[src/rtl/irq_slot_pkg.sv]
package irq_slot_pkg;
    localparam int LVL_W = 3;

    typedef enum logic [1:0] {
        ST_IDLE = 2'd0,
        ST_FWD  = 2'd1,
        ST_RESP = 2'd2
    } ack_state_e;

    typedef struct packed {
        ack_state_e       state;
        logic             pend;
        logic [LVL_W-1:0] pend_level;
        logic             active;
        logic [LVL_W-1:0] level;
        logic             ack_out;
        logic             data_oe;
        logic             dtack;
    } slot_regs_t;
endpackage

[src/rtl/irq_level_decode.sv]
module irq_level_decode #(
    parameter int N_LEVELS = 7,
    parameter int LVL_W    = 3
) (
    input  logic                en,
    input  logic [LVL_W-1:0]    level,
    output logic [N_LEVELS-1:0] onehot
);
    for (genvar i = 0; i < N_LEVELS; i++) begin : g_line
        assign onehot[i] = en && (level == LVL_W'(i + 1));
    end
endmodule

[src/rtl/status_id_pack.sv]
module status_id_pack #(
    parameter int CAUSE_W = 8,
    parameter int LADDR_W = 8,
    localparam int ST_W   = CAUSE_W + LADDR_W
) (
    input  logic               clk,
    input  logic               rst_n,
    input  logic               load,
    input  logic [CAUSE_W-1:0] cause,
    input  logic [LADDR_W-1:0] laddr,
    output logic [ST_W-1:0]    status
);
    logic [ST_W-1:0] status_d, status_q;

    always_comb begin
        status_d = status_q;
        if (load) status_d = {cause, laddr};
    end

    always_ff @(posedge clk or negedge rst_n) begin
        if (!rst_n) status_q <= '0;
        else        status_q <= status_d;
    end

    assign status = status_q;
endmodule

[src/rtl/irq_slot_responder.sv]
module irq_slot_responder
    import irq_slot_pkg::*;
#(
    parameter int N_LEVELS = 7,
    parameter int CAUSE_W  = 8,
    parameter int LADDR_W  = 8,
    localparam int ST_W    = CAUSE_W + LADDR_W
) (
    input  logic                clk,
    input  logic                rst_n,
    input  logic                req_i,
    input  logic [LVL_W-1:0]    level_i,
    input  logic [CAUSE_W-1:0]  cause_i,
    input  logic [LADDR_W-1:0]  laddr_i,
    input  logic                ack_in_i,
    input  logic [LVL_W-1:0]    ack_lvl_i,
    output logic [N_LEVELS-1:0] irq_oe_o,
    output logic                ack_out_o,
    output logic                data_oe_o,
    output logic [ST_W-1:0]     status_o,
    output logic                dtack_o
);
    slot_regs_t r_d, r_q;
    logic       load_status;
    logic       match;

    assign match = r_q.active && (r_q.level != '0) && (ack_lvl_i == r_q.level);

    always_comb begin
        r_d         = r_q;
        load_status = 1'b0;
        if (req_i) begin
            r_d.pend       = 1'b1;
            r_d.pend_level = level_i;
        end
        unique case (r_q.state)
            ST_IDLE: begin
                if (ack_in_i) begin
                    if (match) begin
                        r_d.state   = ST_RESP;
                        r_d.data_oe = 1'b1;
                        load_status = 1'b1;
                    end else begin
                        r_d.state   = ST_FWD;
                        r_d.ack_out = 1'b1;
                    end
                end
            end
            ST_FWD: begin
                if (!ack_in_i) begin
                    r_d.state   = ST_IDLE;
                    r_d.ack_out = 1'b0;
                end
            end
            ST_RESP: begin
                if (ack_in_i) begin
                    r_d.dtack = 1'b1;
                end else begin
                    r_d.state   = ST_IDLE;
                    r_d.data_oe = 1'b0;
                    r_d.dtack   = 1'b0;
                    r_d.active  = 1'b0;
                end
            end
            default: r_d.state = ST_IDLE;
        endcase
        if (r_d.state == ST_IDLE && !ack_in_i && r_d.pend) begin
            r_d.active = 1'b1;
            r_d.level  = r_d.pend_level;
            r_d.pend   = 1'b0;
        end
    end

    always_ff @(posedge clk or negedge rst_n) begin
        if (!rst_n) r_q <= '{state: ST_IDLE, default: '0};
        else        r_q <= r_d;
    end

    irq_level_decode #(.N_LEVELS(N_LEVELS), .LVL_W(LVL_W)) u_dec (
        .en     (r_q.active),
        .level  (r_q.level),
        .onehot (irq_oe_o)
    );

    status_id_pack #(.CAUSE_W(CAUSE_W), .LADDR_W(LADDR_W)) u_status (
        .clk    (clk),
        .rst_n  (rst_n),
        .load   (load_status),
        .cause  (cause_i),
        .laddr  (laddr_i),
        .status (status_o)
    );

    assign ack_out_o = r_q.ack_out;
    assign data_oe_o = r_q.data_oe;
    assign dtack_o   = r_q.dtack;

    assert_onehot_line_R1: assert property (@(posedge clk) disable iff (!rst_n)
        $onehot0(irq_oe_o));

    assert_answer_on_match_R3: assert property (@(posedge clk) disable iff (!rst_n)
        $rose(data_oe_o) |-> $past(ack_in_i && irq_oe_o != '0));

    assert_status_stable_R4: assert property (@(posedge clk) disable iff (!rst_n)
        (data_oe_o && $past(data_oe_o)) |-> $stable(status_o));

    assert_dtack_with_data_R5: assert property (@(posedge clk) disable iff (!rst_n)
        dtack_o |-> data_oe_o);

    assert_no_forward_when_answering_R7: assert property (@(posedge clk) disable iff (!rst_n)
        !(ack_out_o && data_oe_o));

    assert_release_on_ack_drop_R8: assert property (@(posedge clk) disable iff (!rst_n)
        !ack_in_i |=> (!ack_out_o && !data_oe_o && !dtack_o));

    assert_forward_held_R9: assert property (@(posedge clk) disable iff (!rst_n)
        (ack_out_o && ack_in_i) |=> ack_out_o);
endmodule

[config.mk]
export PLATFORM = sky130hd
export DESIGN_NAME = irq_slot_responder
export DESIGN_NICKNAME = d
export VERILOG_FILES = /design/src/rtl/irq_slot_pkg.sv /design/src/rtl/irq_level_decode.sv /design/src/rtl/status_id_pack.sv /design/src/rtl/irq_slot_responder.sv
export SDC_FILE = /design/constraint.sdc
export NUM_CORES = 1
export LEC_CHECK = 0
export CAP_MARGIN = 20
export CORE_UTILIZATION = 45
export CTS_BUF_LIST = sky130_fd_sc_hd__clkbuf_2
export DETAILED_ROUTE_END_ITERATION = 8
export HOLD_SLACK_MARGIN = 0.1
export PLACE_DENSITY = 0.81
export SYNTH_ARGS = -nofsm -noshare
export SYNTH_HDL_FRONTEND = slang
export SYNTH_SLANG_ARGS = --single-unit
[constraint.sdc]
create_clock -name clk -period 2.59 [get_ports clk]
set_input_delay 0.3885 -clock clk [delete_from_list [all_inputs] [get_ports clk]]
set_output_delay 0.3885 -clock clk [all_outputs]
set_load 0.005 [all_outputs]
==> summary.txt <==
Run status
  • Status: finished, violations left
  • Failing checks: DRC

Pwr
  • Pwr Total: 1.98 mW
  • P_leak: 0.834 nW
  • PD cells: 1010 mW/mm2
  • Worst vdd ir: 0.557 mV

Floorplan
  • Io pins: 52
  • Height of the die: 57.4 um
  • Initial core utilization: 48.7%
  • Die area: 0.00329 mm2
  • Core ar.: 0.00283 mm2
  • Die Span X: 57.4 um
  • Num rows: 19

GRT
  • Total GRT Usage: 21.1%
  • GRT overflow: 0
  • Vias in the first global route: 1133
  • First-pass GRT wire length: 5080 um
  • Largest net degree at the start of global routing: 30
  • Initial antenna violation count: 0

Route
  • Post-route DRC: 3
  • Remaining antenna violation count: 0
  • Vias per cell: 5.21
  • Initial DRC Count: 21
  • Routed length per instance: 14.9 um
  • DRT Wirelength: 2930 um
  • DR pass1 iterations: 6
  • Routed vias: 1026

Synthesis
  • Sequential share of the synthesized area: 52.6%
  • Syn Std Cell Area: 0.00138 mm2
  • Top post-synthesis cells by area: dfrtp_1, mux2_4, mux2_2
  • Mapped Cells: 108
  • FF+latch count, synth: 29
  • Syn_area_per_cell: 12.8 um2
  • Number of distinct library cells after synthesis: 25
  • Synth Area in XOR/XNOR: 1.27%
  • Compound-Gate Fraction of Synth Area: 7.89%
  • Mux contribution to synthesized area: 21.5%
  • Ys Warns: 0
  • Synth area leader: dfrtp_1
  • Synth Area in Adders: 3.63%
  • Yosys top cell area share: 52.6%
  • Synthesized net count: 138
  • Simple-gate share of the synthesized area: 9.44%
  • Largest family of logic cells by synthesized area: multiplexers

Placement
  • Post-detail-place hpwl: 2200 um
  • Placed Area: 0.00192 mm2
  • Final weighted congestion in routability-driven placement: 0.758
  • I/O Buffers: 51

CTS
  • CTS buffer count: 5
  • CTS sink count: 29
  • CTS tree: yes
  • Total setup buffers inserted after CTS: 0
  • Post-CTS resize count: 0
  • Longest Clk Path Bufs: 2
  • Htree depth: 2
  • Clk pin slew, worst setup/hold paths: 0.16 ns
  • Clk_lat worst skew: 0.36 ns
  • Root Buffer: clkbuf_2
  • Hold-fix buffers at CTS: 0

Critical path
  • CP delay by family, top: compound AO/OA/AOI/OAI gates
  • CP Capture Type: register
  • Crit-path max FO: 16
  • Reg2Reg Depth: 5
  • Stages on worst setup path: 5
  • Worst Path Buf+Inv: 1
  • Req. time, crit path: 2.84 ns
  • Crit Path Class: reg -> reg
  • Crit path max-delay cell type: dfrtp_1
  • Crit path arrival time: 2.45 ns
  • Startpoint types: register
  • CP max stage delay: 0.48 ns
  • Crit path cell chain: or3b_1 -> a211o_1 -> a211oi_4 -> buf_12 -> mux2_2

Finish
  • Post-route cell area: 0.00196 mm2
  • Ant diodes: 0
  • Synth-to-Final Area Change: 42.0%
  • Multi-input gate area in the final layout: 603 um2
  • Fin nets: 195
  • Layout cells sized above 1: 19.9%
  • Filler cells: 233
  • Seq. cell area: 726 um2

Timing
  • Fmax: 455 MHz
  • Final Skew: 0.0145 ns
  • RSZ-0062 raised after global routing: no
  • Worst slew pin tran: 0.591 ns
  • Final setup viols: 0
  • Relative slew slack: 60.3%
  • Slew Limit Fails: 0
  • Final worst-path cycle share: 84.9%
  • Worst hold margin: 0.373 ns
  • Final TNS setup: 0 ns
  • Period minus WS final: 2.20 ns
  • Final hold vios: 0

Run
  • Max-capacitance violation count: 0

Min path
  • Hold/Removal Path Class: in -> async
layer usage:
| layer | up-vias | routed length [um] | global-route usage (%) |
|---|---|---|---|
| met3 | 5 | 143 | 7.03 |
| li1 | 489 | - | - |
| met4 | 0 | 53 | 9.06 |
| met1 | 497 | 1190 | 24.5 |
| met2 | 35 | 1540 | 35.5 |
| met5 | - | 0 | 0 |
cells in the mapped netlist:
| library cell | number |
|---|---|
| mux2_2 | 13 |
| buf_12 | 1 |
| xnor2_1 | 2 |
| nand3_1 | 3 |
| a21o_1 | 1 |
| or3b_1 | 1 |
| buf_6 | 1 |
| a211oi_4 | 1 |
| a21oi_1 | 3 |
| o21ai_0 | 5 |
| inv_1 | 4 |
| or2b_1 | 1 |
| nand2_1 | 8 |
| o31ai_1 | 1 |
| dfrtp_1 | 29 |
| ha_1 | 4 |
| clkbuf_1 | 1 |
| nand2b_1 | 3 |
| mux2_4 | 10 |
| a211oi_1 | 2 |
| nor2_1 | 9 |
| nor3_1 | 2 |
| nand4_1 | 1 |
| a211o_1 | 1 |
| a211o_2 | 1 |
flip-flops by register name, summed over array words and instances (netlist names):
| name | flops |
|---|---|
| u_status.status | 16 |
| data_oe_o | 1 |
| ack_out_o | 1 |
| dtack_o | 1 |
| r_q | 10 |
layout by cell type (no fill, tap or decap), types with 3 or more instances in the layout:
| cell | count |
|---|---|
| a21oi_1 | 3 |
| clkbuf_2 | 5 |
| clkdlybuf4s50_1 | 51 |
| dfrtp_1 | 29 |
| ha_1 | 4 |
| inv_1 | 4 |
| mux2_2 | 13 |
| mux2_4 | 10 |
| nand2_1 | 8 |
| nand2b_1 | 3 |
| nand3_1 | 3 |
| nor2_1 | 9 |
| o21ai_0 | 5 |
final timing paths:
check | from | end | slack [ns]
max in group asynchronous | rst_n | dtack_o | 1.94
worst min register to register | r_q[10] | r_q[10] | 0.52
worst min-delay path | rst_n | u_status.status[6] | 0.37
min in group clk | r_q[10] | r_q[10] | 0.52
worst max-delay path | r_q[3] | u_status.status[0] | 0.39
worst max register to register | r_q[3] | u_status.status[0] | 0.39
cell families (layout without fill, tap and decap cells):
kind of cell	Yosys count	after routing
buffers and inverters	7	65
AO/OA/AOI/OAI	15	15
XOR/XNOR	2	2
flip-flops	29	29
AND/OR/NAND/NOR	28	28
adder cells (fa/ha/maj)	4	4
multiplexers	23	23
cell type report:
class	count	area share [%]
Tap cell	31	1.98
Clock inverter	3	0.639
Inverter	4	0.767
Multi-Input combinational cell	72	30.8
Clock buffer	5	1.28
Sequential cell	29	37.1
Timing Repair Buffer	53	27.5
power breakdown:
| group | total (mW) | switching (mW) | leakage [nW] | internal (mW) |
|---|---|---|---|---|
| clock | 0.214 | 0.155 | 0.0278 | 0.0589 |
| combinational | 0.979 | 0.352 | 0.456 | 0.627 |
| sequential | 0.788 | 0.147 | 0.351 | 0.641 |
| total | 1.98 | 0.654 | 0.834 | 1.33 |
through the flow:
stage / std cells / setup WS (ns) / util, %
floorplan: 108 / 0.368 / -
global placement: 189 / 0.0694 / 67.9
detailed placement: 189 / 0.0391 / 67.9
CTS: 197 / 0.389 / 69.2
global route: 197 / 0.294 / 69.2
finish: 197 / 0.391 / 69.2
Note: power is estimated with default switching activity, not from simulation.
